<file path="config.mk">
export PLATFORM = sky130hd
export DESIGN_NAME = evt_irq_pulser
export DESIGN_NICKNAME = d
export VERILOG_FILES = /design/src/rtl/evt_irq_pkg.sv /design/src/rtl/evt_flag_bank.sv /design/src/rtl/irq_channel.sv /design/src/rtl/evt_irq_pulser.sv
export SDC_FILE = /design/constraint.sdc
export NUM_CORES = 1
export LEC_CHECK = 0
export ABC_AREA = 1
export BUFFER_PORTS_ARGS = -buffer_cell sky130_fd_sc_hd__buf_2
export CAP_MARGIN = 15
export CORE_MARGIN = 5
export CORE_UTILIZATION = 48
export CTS_CLUSTER_DIAMETER = 30
export DETAILED_ROUTE_END_ITERATION = 10
export MAX_ROUTING_LAYER = met4
export PLACE_DENSITY_LB_ADDON = 0.3
export SLEW_MARGIN = 40
export SYNTH_ARGS = -nofsm -noshare
export SYNTH_HDL_FRONTEND = slang
export SYNTH_SLANG_ARGS = --single-unit
</file>
<file path="constraint.sdc">
create_clock -name clk -period 1.55 [get_ports clk]
set_clock_uncertainty 0.2 [all_clocks]
set_input_delay 0.155 -clock clk [delete_from_list [all_inputs] [get_ports clk]]
set_output_delay 0.155 -clock clk [all_outputs]
set_load 0.03 [all_outputs]
</file>
<file path="src/rtl/evt_irq_pkg.sv">
package evt_irq_pkg;
    typedef enum logic [1:0] {
        CH_IDLE     = 2'd0,
        CH_SINGLE   = 2'd1,
        CH_TRAIN_HI = 2'd2,
        CH_TRAIN_LO = 2'd3
    } ch_state_t;

    localparam int unsigned NUM_CH = 2;
endpackage

</file>
<file path="src/rtl/evt_flag_bank.sv">
module evt_flag_bank #(
    parameter int unsigned NUM_EVT = 4
) (
    input  logic               clk,
    input  logic               rst_n,
    input  logic [NUM_EVT-1:0] evt_i,
    input  logic               rd_i,
    output logic [NUM_EVT-1:0] rise_o,
    output logic [NUM_EVT-1:0] flag_o
);
    logic [NUM_EVT-1:0] prev_q;
    logic [NUM_EVT-1:0] flag_q;

    // edge detector: one strobe per low-to-high transition
    always_ff @(posedge clk) begin
        if (!rst_n) prev_q <= '0;
        else        prev_q <= evt_i;
    end

    always_comb rise_o = evt_i & ~prev_q;

    // sticky flags; a read clears, a same-cycle edge survives
    always_ff @(posedge clk) begin
        if (!rst_n)    flag_q <= '0;
        else if (rd_i) flag_q <= rise_o;
        else           flag_q <= flag_q | rise_o;
    end

    always_comb flag_o = flag_q;


    flag_sets_chk: assert property (@(posedge clk) disable iff (!rst_n)
        (|rise_o) |=> ((flag_o & $past(rise_o)) == $past(rise_o)));


    read_clears_chk: assert property (@(posedge clk) disable iff (!rst_n)
        (rd_i && (rise_o == '0)) |=> (flag_o == '0));
endmodule

</file>
<file path="src/rtl/irq_channel.sv">
module irq_channel
    import evt_irq_pkg::*;
#(
    parameter int unsigned PULSE_CYC = 12,
    parameter int unsigned HALF_CYC  = 6
) (
    input  logic clk,
    input  logic rst_n,
    input  logic trig_i,
    input  logic train_i,
    input  logic rd_i,
    output logic irq_o
);
    localparam int unsigned MAXC = (PULSE_CYC > HALF_CYC) ? PULSE_CYC : HALF_CYC;
    localparam int unsigned CW   = $clog2(MAXC + 1);
    localparam logic [CW-1:0] PULSE_LAST = CW'(PULSE_CYC - 1);
    localparam logic [CW-1:0] HALF_LAST  = CW'(HALF_CYC - 1);

    ch_state_t     st_q, st_d;
    logic [CW-1:0] cnt_q, cnt_d;

    always_comb begin
        st_d  = st_q;
        cnt_d = cnt_q;
        unique case (st_q)
            CH_IDLE: begin
                cnt_d = '0;
            end
            CH_SINGLE: begin
                if (cnt_q == PULSE_LAST) begin
                    st_d  = CH_IDLE;
                    cnt_d = '0;
                end else begin
                    cnt_d = cnt_q + 1'b1;
                end
            end
            CH_TRAIN_HI: begin
                if (rd_i) begin
                    st_d  = CH_IDLE;
                    cnt_d = '0;
                end else if (cnt_q == HALF_LAST) begin
                    st_d  = CH_TRAIN_LO;
                    cnt_d = '0;
                end else begin
                    cnt_d = cnt_q + 1'b1;
                end
            end
            CH_TRAIN_LO: begin
                if (rd_i) begin
                    st_d  = CH_IDLE;
                    cnt_d = '0;
                end else if (cnt_q == HALF_LAST) begin
                    st_d  = CH_TRAIN_HI;
                    cnt_d = '0;
                end else begin
                    cnt_d = cnt_q + 1'b1;
                end
            end
            default: begin
                st_d  = CH_IDLE;
                cnt_d = '0;
            end
        endcase
        if (trig_i) begin
            st_d  = train_i ? CH_TRAIN_HI : CH_SINGLE;
            cnt_d = '0;
        end
    end

    always_ff @(posedge clk) begin
        if (!rst_n) begin
            st_q  <= CH_IDLE;
            cnt_q <= '0;
        end else begin
            st_q  <= st_d;
            cnt_q <= cnt_d;
        end
    end

    always_comb irq_o = (st_q == CH_SINGLE) || (st_q == CH_TRAIN_HI);


    trig_raises_chk: assert property (@(posedge clk) disable iff (!rst_n)
        trig_i |=> irq_o);


    quiet_stays_low_chk: assert property (@(posedge clk) disable iff (!rst_n)
        (st_q == CH_IDLE && !trig_i) |=> !irq_o);


    read_stops_chk: assert property (@(posedge clk) disable iff (!rst_n)
        ((st_q == CH_TRAIN_HI || st_q == CH_TRAIN_LO) && rd_i && !trig_i) |=> !irq_o);


    single_ignores_rd_chk: assert property (@(posedge clk) disable iff (!rst_n)
        (st_q == CH_SINGLE && cnt_q != PULSE_LAST && rd_i) |=> irq_o);
endmodule

</file>
<file path="src/rtl/evt_irq_pulser.sv">
module evt_irq_pulser
    import evt_irq_pkg::*;
#(
    parameter int unsigned NUM_EVT   = 4,
    parameter int unsigned PULSE_CYC = 12,
    parameter int unsigned HALF_CYC  = 6
) (
    input  logic               clk,
    input  logic               rst_n,
    input  logic [NUM_EVT-1:0] evt_in,
    input  logic [NUM_EVT-1:0] int1_mask,
    input  logic [NUM_EVT-1:0] int2_mask,
    input  logic               int1_train,
    input  logic               int2_train,
    input  logic               flag_rd,
    output logic [NUM_EVT-1:0] flag_q,
    output logic               int1_o,
    output logic               int2_o
);
    logic [NUM_EVT-1:0] rise;
    logic [NUM_EVT-1:0] mask_a [NUM_CH];
    logic               mode_a [NUM_CH];
    logic               irq_a  [NUM_CH];

    always_comb begin
        mask_a[0] = int1_mask;
        mask_a[1] = int2_mask;
        mode_a[0] = int1_train;
        mode_a[1] = int2_train;
    end

    evt_flag_bank #(.NUM_EVT(NUM_EVT)) u_flags (
        .clk    (clk),
        .rst_n  (rst_n),
        .evt_i  (evt_in),
        .rd_i   (flag_rd),
        .rise_o (rise),
        .flag_o (flag_q)
    );

    for (genvar c = 0; c < NUM_CH; c++) begin : g_ch
        logic trig;
        always_comb trig = |(rise & mask_a[c]);

        irq_channel #(.PULSE_CYC(PULSE_CYC), .HALF_CYC(HALF_CYC)) u_ch (
            .clk     (clk),
            .rst_n   (rst_n),
            .trig_i  (trig),
            .train_i (mode_a[c]),
            .rd_i    (flag_rd),
            .irq_o   (irq_a[c])
        );
    end

    always_comb begin
        int1_o = irq_a[0];
        int2_o = irq_a[1];
    end
endmodule

</file>
==> results of run 1 <==
## metal layers
metal | routed length (um) | GRT usage [%] | up-vias | part of all wire [%]
met3 | 88 | 2.85 | 4 | 3.8
met4 | 29 | 6.47 | 0 | 1.3
met1 | 1040 | 16.7 | 459 | 45
met2 | 1150 | 26.5 | 17 | 50
li1 | - | - | 545 | -
met5 | 0 | - | - | 0
## timing repair
item                       in CTS  in global routing
hold endpoints to repair       12                  0
buffers inserted                0                  1
resized for setup               8                 23
pin swaps                       0                  6
hold buffers                   10                  0
setup endpoints to repair       6                 14
## per-stage QoR
step	cell area (sq um)	instances	worst slack (ns)	TNS, ns
4_1_cts	1460	212	0.00687	0
3_5_place_dp	1320	199	-0.0616	-0.0972
2_1_floorplan	1170	149	0.0113	0
5_1_grt	1530	213	-0.0295	-0.0673
3_3_place_gp	1320	199	-0.00346	-0.00346
6_report	1530	213	0.0184	0
## power by group through the flow
stage                     Clock [mW]  Combinational, mW  Sequential [mW]
final                          0.243              0.443            0.580
after global routing           0.265              0.493            0.584
after CTS                      0.249              0.415            0.572
after detailed placement           0              0.380            0.580
after global placement             0              0.369            0.578
after floorplan                    0              0.295            0.590
## cells by family after synthesis
| family | Yosys count | share of synthesized area, % |
|---|---|---|
| buf+inv | 25 | 8.31 |
| xor+xnor | 4 | 3.06 |
| flops | 20 | 35.0 |
| fa+ha+maj | 12 | 13.1 |
| compound gates | 12 | 6.34 |
| simple gates | 76 | 34.2 |
## final cells by class
class | instances | area (sq um) | area share (%)
multi-input combinational | 104 | 724 | 47.4
sequential | 20 | 415 | 27.2
timing repair buffer | 34 | 240 | 15.7
inverter | 24 | 90.1 | 5.90
tap | 28 | 35.0 | 2.29
clock buffer | 3 | 22.5 | 1.47
## worst min path at each step
stage	from	to	slack, ns	cells past startpoint
after global placement	evt_in[0]	u_flags.prev_q[0]$_SDFF_PN0_	0.17	3
after global routing	flag_rd	g_ch[1].u_ch.cnt_q[0]$_SDFF_PP0_	0.04	3
after floorplan	evt_in[0]	u_flags.prev_q[0]$_SDFF_PN0_	0.05	2
final	flag_rd	g_ch[1].u_ch.cnt_q[0]$_SDFF_PP0_	0.04	3
after CTS	flag_rd	u_flags.flag_o[3]$_SDFF_PN0_	0.02	4
after detailed placement	evt_in[1]	u_flags.prev_q[1]$_SDFF_PN0_	0.19	3
## cell usage after synthesis
library cell | n | share of area, %
a21oi_1 | 7 | 3.1
xor2_1 | 2 | 1.5
o21bai_1 | 1 | 0.66
inv_1 | 22 | 7.2
nor3_2 | 4 | 3.5
nand3_1 | 15 | 6.6
nand2_1 | 30 | 9.8
nand2_2 | 5 | 2.7
a21o_4 | 1 | 1.3
nor2_4 | 1 | 0.98
or2_1 | 2 | 1.1
o21ai_0 | 2 | 0.87
nor2_1 | 13 | 4.3
xnor2_1 | 2 | 1.5
clkbuf_2 | 1 | 0.44
ha_1 | 12 | 13
and3_1 | 1 | 0.55
o21ai_1 | 1 | 0.44
nand3_2 | 3 | 2.6
nor2_2 | 1 | 0.55
nand3_4 | 1 | 1.5
inv_2 | 2 | 0.66
dfxtp_1 | 20 | 35
## sequential cells by signal, summed over array words and instances (netlist names)
name / flops
g_ch.u_ch.cnt_q: 8
g_ch.u_ch.st_q: 4
u_flags.flag_o: 4
u_flags.prev_q: 4
## worst min-delay path, delay by kind of cell
kind                   cells  cell delay, ns
and+or+nand+nor            1            0.15
buffers and inverters      1            0.12
AOI/OAI and AO/OA          1            0.08
==> impl_metrics.py, run 1 <==
metrics = {
    "global_route": {
        "grt_max_degree": 11,
        "antenna_found_initial": 0,
        "grt_usage_pct": 15.2,
        "grt_overflow": 0,
        "grt_pass1_vias": 1007,
        "grt_pass1_wl_mm": 3.99,
    },
    "placed_design": {
        "gp_congestion": 0.760,
        "portBuffers": 22,
        "hpwlAfterDp_mm": 1.80,
    },
    "timing": {
        "rsz0062_at_grt": "yes",
        "slew_viol_final": 0,
        "min_period_ns": 1.53,
        "hold_violations": 0,
        "holdWs_ns": 0.0391,
        "final.period_utilization_pct": 98.8,
        "relSlewSlack_pct": 85.6,
        "fmax_mhz": 653,
        "tightest_slew_ns": 0.216,
        "finalSetupViolCount": 0,
    },
    "layout": {
        "layout.cells.most_common": "nand2_1",
        "fin_util_pct": 67.8,
        "drive_above_1_share_pct": 34.6,
        "nets": 216,
        "final.fill_count": 195,
        "antennaDiodeCount": 0,
        "mostFrequentLayoutCells": "29 x nand2_1, 19 x buf_2, 18 x inv_1",
        "area_growth_syn_to_layout_pct": 33.4,
    },
    "die": {
        "initial_core_util_pct": 50.8,
        "die_area_sq_mm": 0.00346,
        "chipWidth_um": 58.8,
        "coreArea_sq_mm": 0.00225,
        "io_pins": 23,
        "rows": 17,
        "die_h_um": 58.8,
    },
    "cts": {
        "cts-root-buf": "clkbuf_4",
        "cts_buffers": 3,
        "insertion_delay_ns": 0.30,
        "cts_tree": "done",
        "cts.path.max_buffers": 2,
        "clkTransAtPathRegs_ns": 0.11,
        "clock_sinks": 20,
        "htreeDepth": 1,
    },
    "routing": {
        "dr_total_vias": 1025,
        "wl_per_cell_um": 10.8,
        "ant_nets": 0,
        "route.detailed.drc": 0,
        "viasPerCell": 4.81,
        "totalWireLength_mm": 2.31,
        "drtIter0Drc": 26,
        "drt-pass1-iter-count": 4,
    },
    "power_and_ir_drop": {
        "finalPower_mw": 1.27,
        "leakagePower_nw": 0.699,
        "max-vdd-ir-drop_v": 0.000555,
        "p_switching_mw": 0.428,
        "pwr-share-comb_pct": 35.0,
        "p_seq_share_pct": 45.8,
        "clkPwrFrac_pct": 19.2,
        "internal_power_mw": 0.837,
        "power_density_mw_per_mm2": 828,
        "switching_share_pct": 33.8,
    },
    "worst_setup_path": {
        "crit_chain": "inv_2 -> ha_4 -> buf_4",
        "r2r_slack_ns": 0.06,
        "cp_top_family": "flip-flops",
        "r2r-end": "g_ch[1].u_ch.st_q[0]$_SDFFE_PN0P_",
        "critPathMaxFanout": 3,
        "cp.depth": 3,
        "crit_path_start_kind": "flop",
        "critPathSlowestCell": "dfxtp_4",
        "slowest_delay_ns": 0.40,
        "endpoint": "int2_o",
        "worstPathBufferInverterCount": 2,
        "crit_required_ns": 1.19,
        "worstSetupStartpoint": "g_ch[1].u_ch.st_q[1]$_SDFFE_PN0P_",
        "reg2reg_from": "g_ch[1].u_ch.st_q[1]$_SDFFE_PN0P_",
        "path_class": "reg2out",
        "worstPathArrival_ns": 1.18,
        "reg2regPathDepth": 7,
        "endpoint_kind": "primary output",
    },
    "flow_run": {
        "drv_cap": 0,
    },
    "min_path": {
        "hold_class": "in2reg",
    },
    "logic_synthesis": {
        "synth-seq-area-share_pct": 35.0,
        "synth_area_sq_mm": 0.00114,
        "ys_types": 23,
        "syn_inst": 149,
        "ys_seq_elements": 20,
        "syn_avg_cell_area_sq_um": 7.68,
        "syn-num-nets": 178,
        "ys_warn_count": 0,
    },
    "status": {
        "status": "complete, no violations",
    },
}
No activity file was read; power rests on OpenSTA's default activity.
==> run 2, diff against run 1 <==
- CORE_ASPECT_RATIO: unset -> 1.4
- CORE_UTILIZATION: 48 -> 50
- SLEW_MARGIN: 40 -> unset
- clock period: 1.55 -> 1.9 ns (I/O delays scaled with it)
==> run 2 against run 1 <==
Worst hold slack gained 0.012 ns. Critical path type unchanged. Critical path depth is the same. Register-to-register slack gained 0.18 ns. Cell area shrank 7.5%. Largest power group unchanged. Global-route usage grew 0.94 points. First-iteration DRC count grew 110%.
==> impl_metrics.py, run 2 (synthesis results as in run 1) <==
metrics = {
    "cts": {
        "clkTransAtPathRegs_ns": 0.11,
        "htreeDepth": 1,
        "insertion_delay_ns": 0.30,
        "cts-root-buf": "clkbuf_4",
        "cts_buffers": 3,
        "cts.repair.resized": 0,
        "cts.path.max_buffers": 2,
        "clock_sinks": 20,
        "cts_tree": "done",
    },
    "routing": {
        "route.detailed.drc": 0,
        "totalWireLength_mm": 2.43,
        "dr_total_vias": 1033,
        "viasPerCell": 5.01,
        "drt-pass1-iter-count": 4,
        "ant_nets": 0,
        "drtIter0Drc": 54,
        "wl_per_cell_um": 11.8,
    },
    "layout": {
        "largest_reg_flops": 8,
        "mostFrequentLayoutCells": "30 x nand2_1, 22 x inv_1, 22 x buf_2",
        "final.fill_count": 193,
        "antennaDiodeCount": 0,
        "nets": 214,
        "finish.cell_count_without_fillers": 206,
        "drive_above_1_share_pct": 23.9,
        "top_register": "g_ch.u_ch.cnt_q",
        "layout.cells.most_common": "nand2_1",
        "area_growth_syn_to_layout_pct": 23.5,
    },
    "timing": {
        "relSlewSlack_pct": 85.8,
        "min_period_ns": 1.68,
        "final.period_utilization_pct": 88.4,
        "hold_violations": 0,
        "rsz0062_at_grt": "no",
        "slew_viol_final": 0,
        "setup_tns_ns": 0,
        "fmax_mhz": 595,
        "tightest_slew_ns": 0.213,
        "finalSetupViolCount": 0,
    },
    "die": {
        "die_h_um": 66.6,
        "rows": 20,
        "coreArea_sq_mm": 0.00218,
        "chipWidth_um": 50.4,
        "io_pins": 23,
        "initial_core_util_pct": 52.6,
        "die_area_sq_mm": 0.00336,
    },
    "flow_run": {
        "drv_cap": 0,
    },
    "power_and_ir_drop": {
        "max-vdd-ir-drop_v": 0.000510,
        "leakagePower_nw": 0.683,
        "power_density_mw_per_mm2": 721,
        "finalPower_mw": 1.02,
    },
    "global_route": {
        "grt_pass1_wl_mm": 4.21,
        "grt_usage_pct": 16.1,
        "grt_pass1_vias": 1043,
        "grt_max_degree": 12,
        "antenna_found_initial": 0,
        "grt_overflow": 0,
    },
    "worst_setup_path": {
        "path_class": "reg2out",
        "reg2reg_from": "g_ch[0].u_ch.st_q[1]$_SDFFE_PN0P_",
        "critPathMaxFanout": 5,
        "crit_required_ns": 1.51,
        "worstSetupStartpoint": "g_ch[0].u_ch.st_q[1]$_SDFFE_PN0P_",
        "worstPathArrival_ns": 1.29,
        "endpoint_kind": "primary output",
        "crit_path_start_kind": "flop",
    },
    "placed_design": {
        "portBuffers": 22,
        "post-place-cells": 192,
        "gp_congestion": 0.753,
        "hpwlAfterDp_mm": 1.91,
    },
    "min_path": {
        "min_from": "flag_rd",
        "hold_class": "in2reg",
    },
    "status": {
        "status": "complete, no violations",
    },
}
## run 2: timing repair
| item | in CTS | in global routing |
|---|---|---|
| hold endpoints to repair | 11 | 0 |
| setup buffers | 0 | 0 |
| hold buffers | 10 | 0 |
## run 2: worst max-delay path, stage by stage (launching register included)
cell and delay (ns):
dfxtp_1 0.42, inv_1 0.08, ha_1 0.29, buf_2 0.19
## run 2: worst paths after layout
check,end,slack (ns),cells after the start
min reg2reg,u_flags.flag_o[3]$_SDFF_PN0_,0.28,2
max,int1_o,0.22,3
min,u_flags.flag_o[3]$_SDFF_PN0_,0.05,4
max reg2reg,g_ch[0].u_ch.st_q[0]$_SDFFE_PN0P_,0.24,7
## run 2: power breakdown
| group | total [mW] | internal (mW) | leakage [nW] | switching, mW |
|---|---|---|---|---|
| Combinational | 0.308 | 0.122 | 0.498 | 0.186 |
| Sequential | 0.465 | 0.444 | 0.164 | 0.0210 |
| Clock | 0.247 | 0.117 | 0.0210 | 0.130 |
| Total | 1.02 | 0.683 | 0.683 | 0.337 |
## run 2: metrics by stage
stage	util (%)	hold slack [ns]	instance area, sq um	setup slack (ns)
after floorplan	-	0.0835	1140	0.209
after global placement	58.7	0.216	1280	0.334
after detailed placement	58.7	0.221	1280	0.248
after CTS	64.9	0.0471	1410	0.200
after global routing	64.9	0.0830	1410	0.0988
final	64.9	0.0507	1410	0.221
## run 2: per-layer routing
metal	track usage [%]	part of all wire (%)
met1	17.3	39
met2	29.5	55
met5	-	0
met4	5.75	1.9
met3	2.24	3.9
## run 2: final cells by class
type	instances	area, sq um	share of cell area [%]
Clock buffer	4	36.3	2.57
Inverter	24	90.1	6.37
Multi-Input combinational cell	104	649	45.9
Sequential cell	20	400	28.3
Tap cell	22	27.5	1.95
Timing Repair Buffer	32	210	14.9
==> run 3, diff against run 2 <==
- clock period: 1.9 -> 1.65 ns (I/O delays scaled with it)
==> run 3 against run 2 <==
Clock power rose by 60%. Worst hold slack got worse by 0.026 ns. Non-clock buffer count up 1. Die area unchanged. Cell area is 5.0% higher. Critical path depth is the same. Count of clock-buffer cells in the layout is 1 lower. Combinational power rose by 28%. Sequential power increased by 17%. First-iteration DRC count decreased by 74%. Flip-flop and latch count stayed put. Via count is 1.6% lower.
==> impl_metrics.py, run 3 (synthesis results as in run 1) <==
metrics = {
    "placed_design": {
        "hpwlAfterDp_mm": 1.78,
        "placed_cell_area_sq_mm": 0.00128,
        "gp_congestion": 0.898,
        "pre_cts_ws_ns": 0.0410,
        "portBuffers": 22,
    },
    "cts": {
        "insertion_delay_ns": 0.30,
        "clock_sinks": 20,
        "cts_buffers": 3,
        "cts-root-buf": "clkbuf_4",
        "clkTransAtPathRegs_ns": 0.12,
        "htreeDepth": 1,
        "cts.path.max_buffers": 2,
        "cts_tree": "done",
    },
    "die": {
        "io_pins": 23,
        "rows": 20,
        "coreArea_sq_mm": 0.00218,
        "die_area_sq_mm": 0.00336,
        "initial_core_util_pct": 52.6,
        "die_h_um": 66.6,
        "chipWidth_um": 50.4,
    },
    "power_and_ir_drop": {
        "pwr-share-comb_pct": 29.6,
        "leakagePower_nw": 0.704,
        "p_seq_share_pct": 40.7,
        "clkPwrFrac_pct": 29.7,
        "p_switching_mw": 0.405,
        "power_density_mw_per_mm2": 897,
        "internal_power_mw": 0.927,
        "finalPower_mw": 1.33,
        "switching_share_pct": 30.4,
        "max-vdd-ir-drop_v": 0.000963,
    },
    "routing": {
        "viasPerCell": 4.91,
        "wl_per_cell_um": 11.6,
        "totalWireLength_mm": 2.41,
        "dr_total_vias": 1016,
        "drtIter0Drc": 14,
        "ant_nets": 0,
        "drt-pass1-iter-count": 4,
        "route.detailed.drc": 0,
    },
    "layout": {
        "layout.cells.most_common": "nand2_1",
        "drive_above_1_share_pct": 30.3,
        "stdcell_area_sq_mm": 0.00149,
        "mostFrequentLayoutCells": "30 x nand2_1, 22 x inv_1, 20 x buf_2",
        "antennaDiodeCount": 0,
        "largest_reg_flops": 8,
        "top_register": "g_ch.u_ch.cnt_q",
        "area_growth_syn_to_layout_pct": 29.7,
        "nets": 215,
        "final.fill_count": 196,
    },
    "global_route": {
        "grt_max_degree": 13,
        "grt_usage_pct": 15.8,
        "antenna_found_initial": 0,
        "grt_pass1_vias": 981,
        "grt_overflow": 0,
        "grt_pass1_wl_mm": 4.04,
    },
    "worst_setup_path": {
        "worstPathArrival_ns": 1.21,
        "r2r_slack_ns": 0.08,
        "path_class": "reg2out",
        "crit_required_ns": 1.28,
        "endpoint_kind": "primary output",
        "critPathMaxFanout": 4,
        "crit_path_start_kind": "flop",
    },
    "timing": {
        "tightest_slew_ns": 0.259,
        "finalSetupViolCount": 0,
        "holdWs_ns": 0.0249,
        "hold_violations": 0,
        "final.setup.worst_slack_ns": 0.0742,
        "slew_viol_final": 0,
        "final.period_utilization_pct": 95.5,
        "relSlewSlack_pct": 82.7,
        "min_period_ns": 1.58,
        "setup_tns_ns": 0,
        "fmax_mhz": 635,
    },
    "min_path": {
        "hold_class": "in2reg",
    },
    "status": {
        "status": "complete, no violations",
    },
    "flow_run": {
        "drv_cap": 0,
    },
}
-- run 3: final timing paths --
kind / from / end / cells past startpoint
worst max-delay path: g_ch[0].u_ch.st_q[1]$_SDFFE_PN0P_ / int1_o / 3
worst min-delay path: flag_rd / u_flags.flag_o[2]$_SDFF_PN0_ / 4
worst max register to register: g_ch[1].u_ch.st_q[0]$_SDFFE_PN0P_ / g_ch[1].u_ch.st_q[1]$_SDFFE_PN0P_ / 8
worst min register to register: u_flags.flag_o[0]$_SDFF_PN0_ / u_flags.flag_o[0]$_SDFF_PN0_ / 2
-- run 3: worst max-delay path, cell delays in order, from the launching register on --
cell     delay, ns
dfxtp_4       0.38
inv_1         0.05
ha_2          0.32
buf_4         0.15
-- run 3: metrics by stage --
step           util, %  std cells
6_report          68.2        207
3_5_place_dp      58.9        192
3_3_place_gp      58.9        192
4_1_cts           66.1        206
2_1_floorplan        -        149
5_1_grt           68.2        207
-- run 3: routing by layer --
metal / vias up / wire length [um] / GRT usage, %
met2: 11 / 1330 / 28.0
met3: 2 / 87 / 2.91
met4: 0 / 22 / 5.75
li1: 538 / - / -
met5: - / 0 / -
met1: 465 / 961 / 17.2
-- run 3: final cells by class --
type | count | area (sq um) | area share [%]
clock buffer | 3 | 22.5 | 1.52
clock inverter | 1 | 30.0 | 2.02
inverter | 24 | 90.1 | 6.07
multi-input combinational | 104 | 679 | 45.7
sequential | 20 | 413 | 27.8
tap | 22 | 27.5 | 1.85
timing repair buffer | 33 | 223 | 15.0
-- run 3: power by group through the flow --
stage                     sequential, mW  clock (mW)  combinational, mW
final                              0.542       0.396              0.394
after global placement             0.544           0              0.329
after global routing               0.546       0.434              0.442
after CTS                          0.538       0.405              0.360
after detailed placement           0.547           0              0.336
after floorplan                    0.554           0              0.254
-- run 3: repair_timing --
action	in CTS	in global routing
hold buffers	10	0
setup endpoints to repair	2	6
hold endpoints to repair	12	0
resized for setup	3	14
gates cloned	0	0
setup buffers	0	1
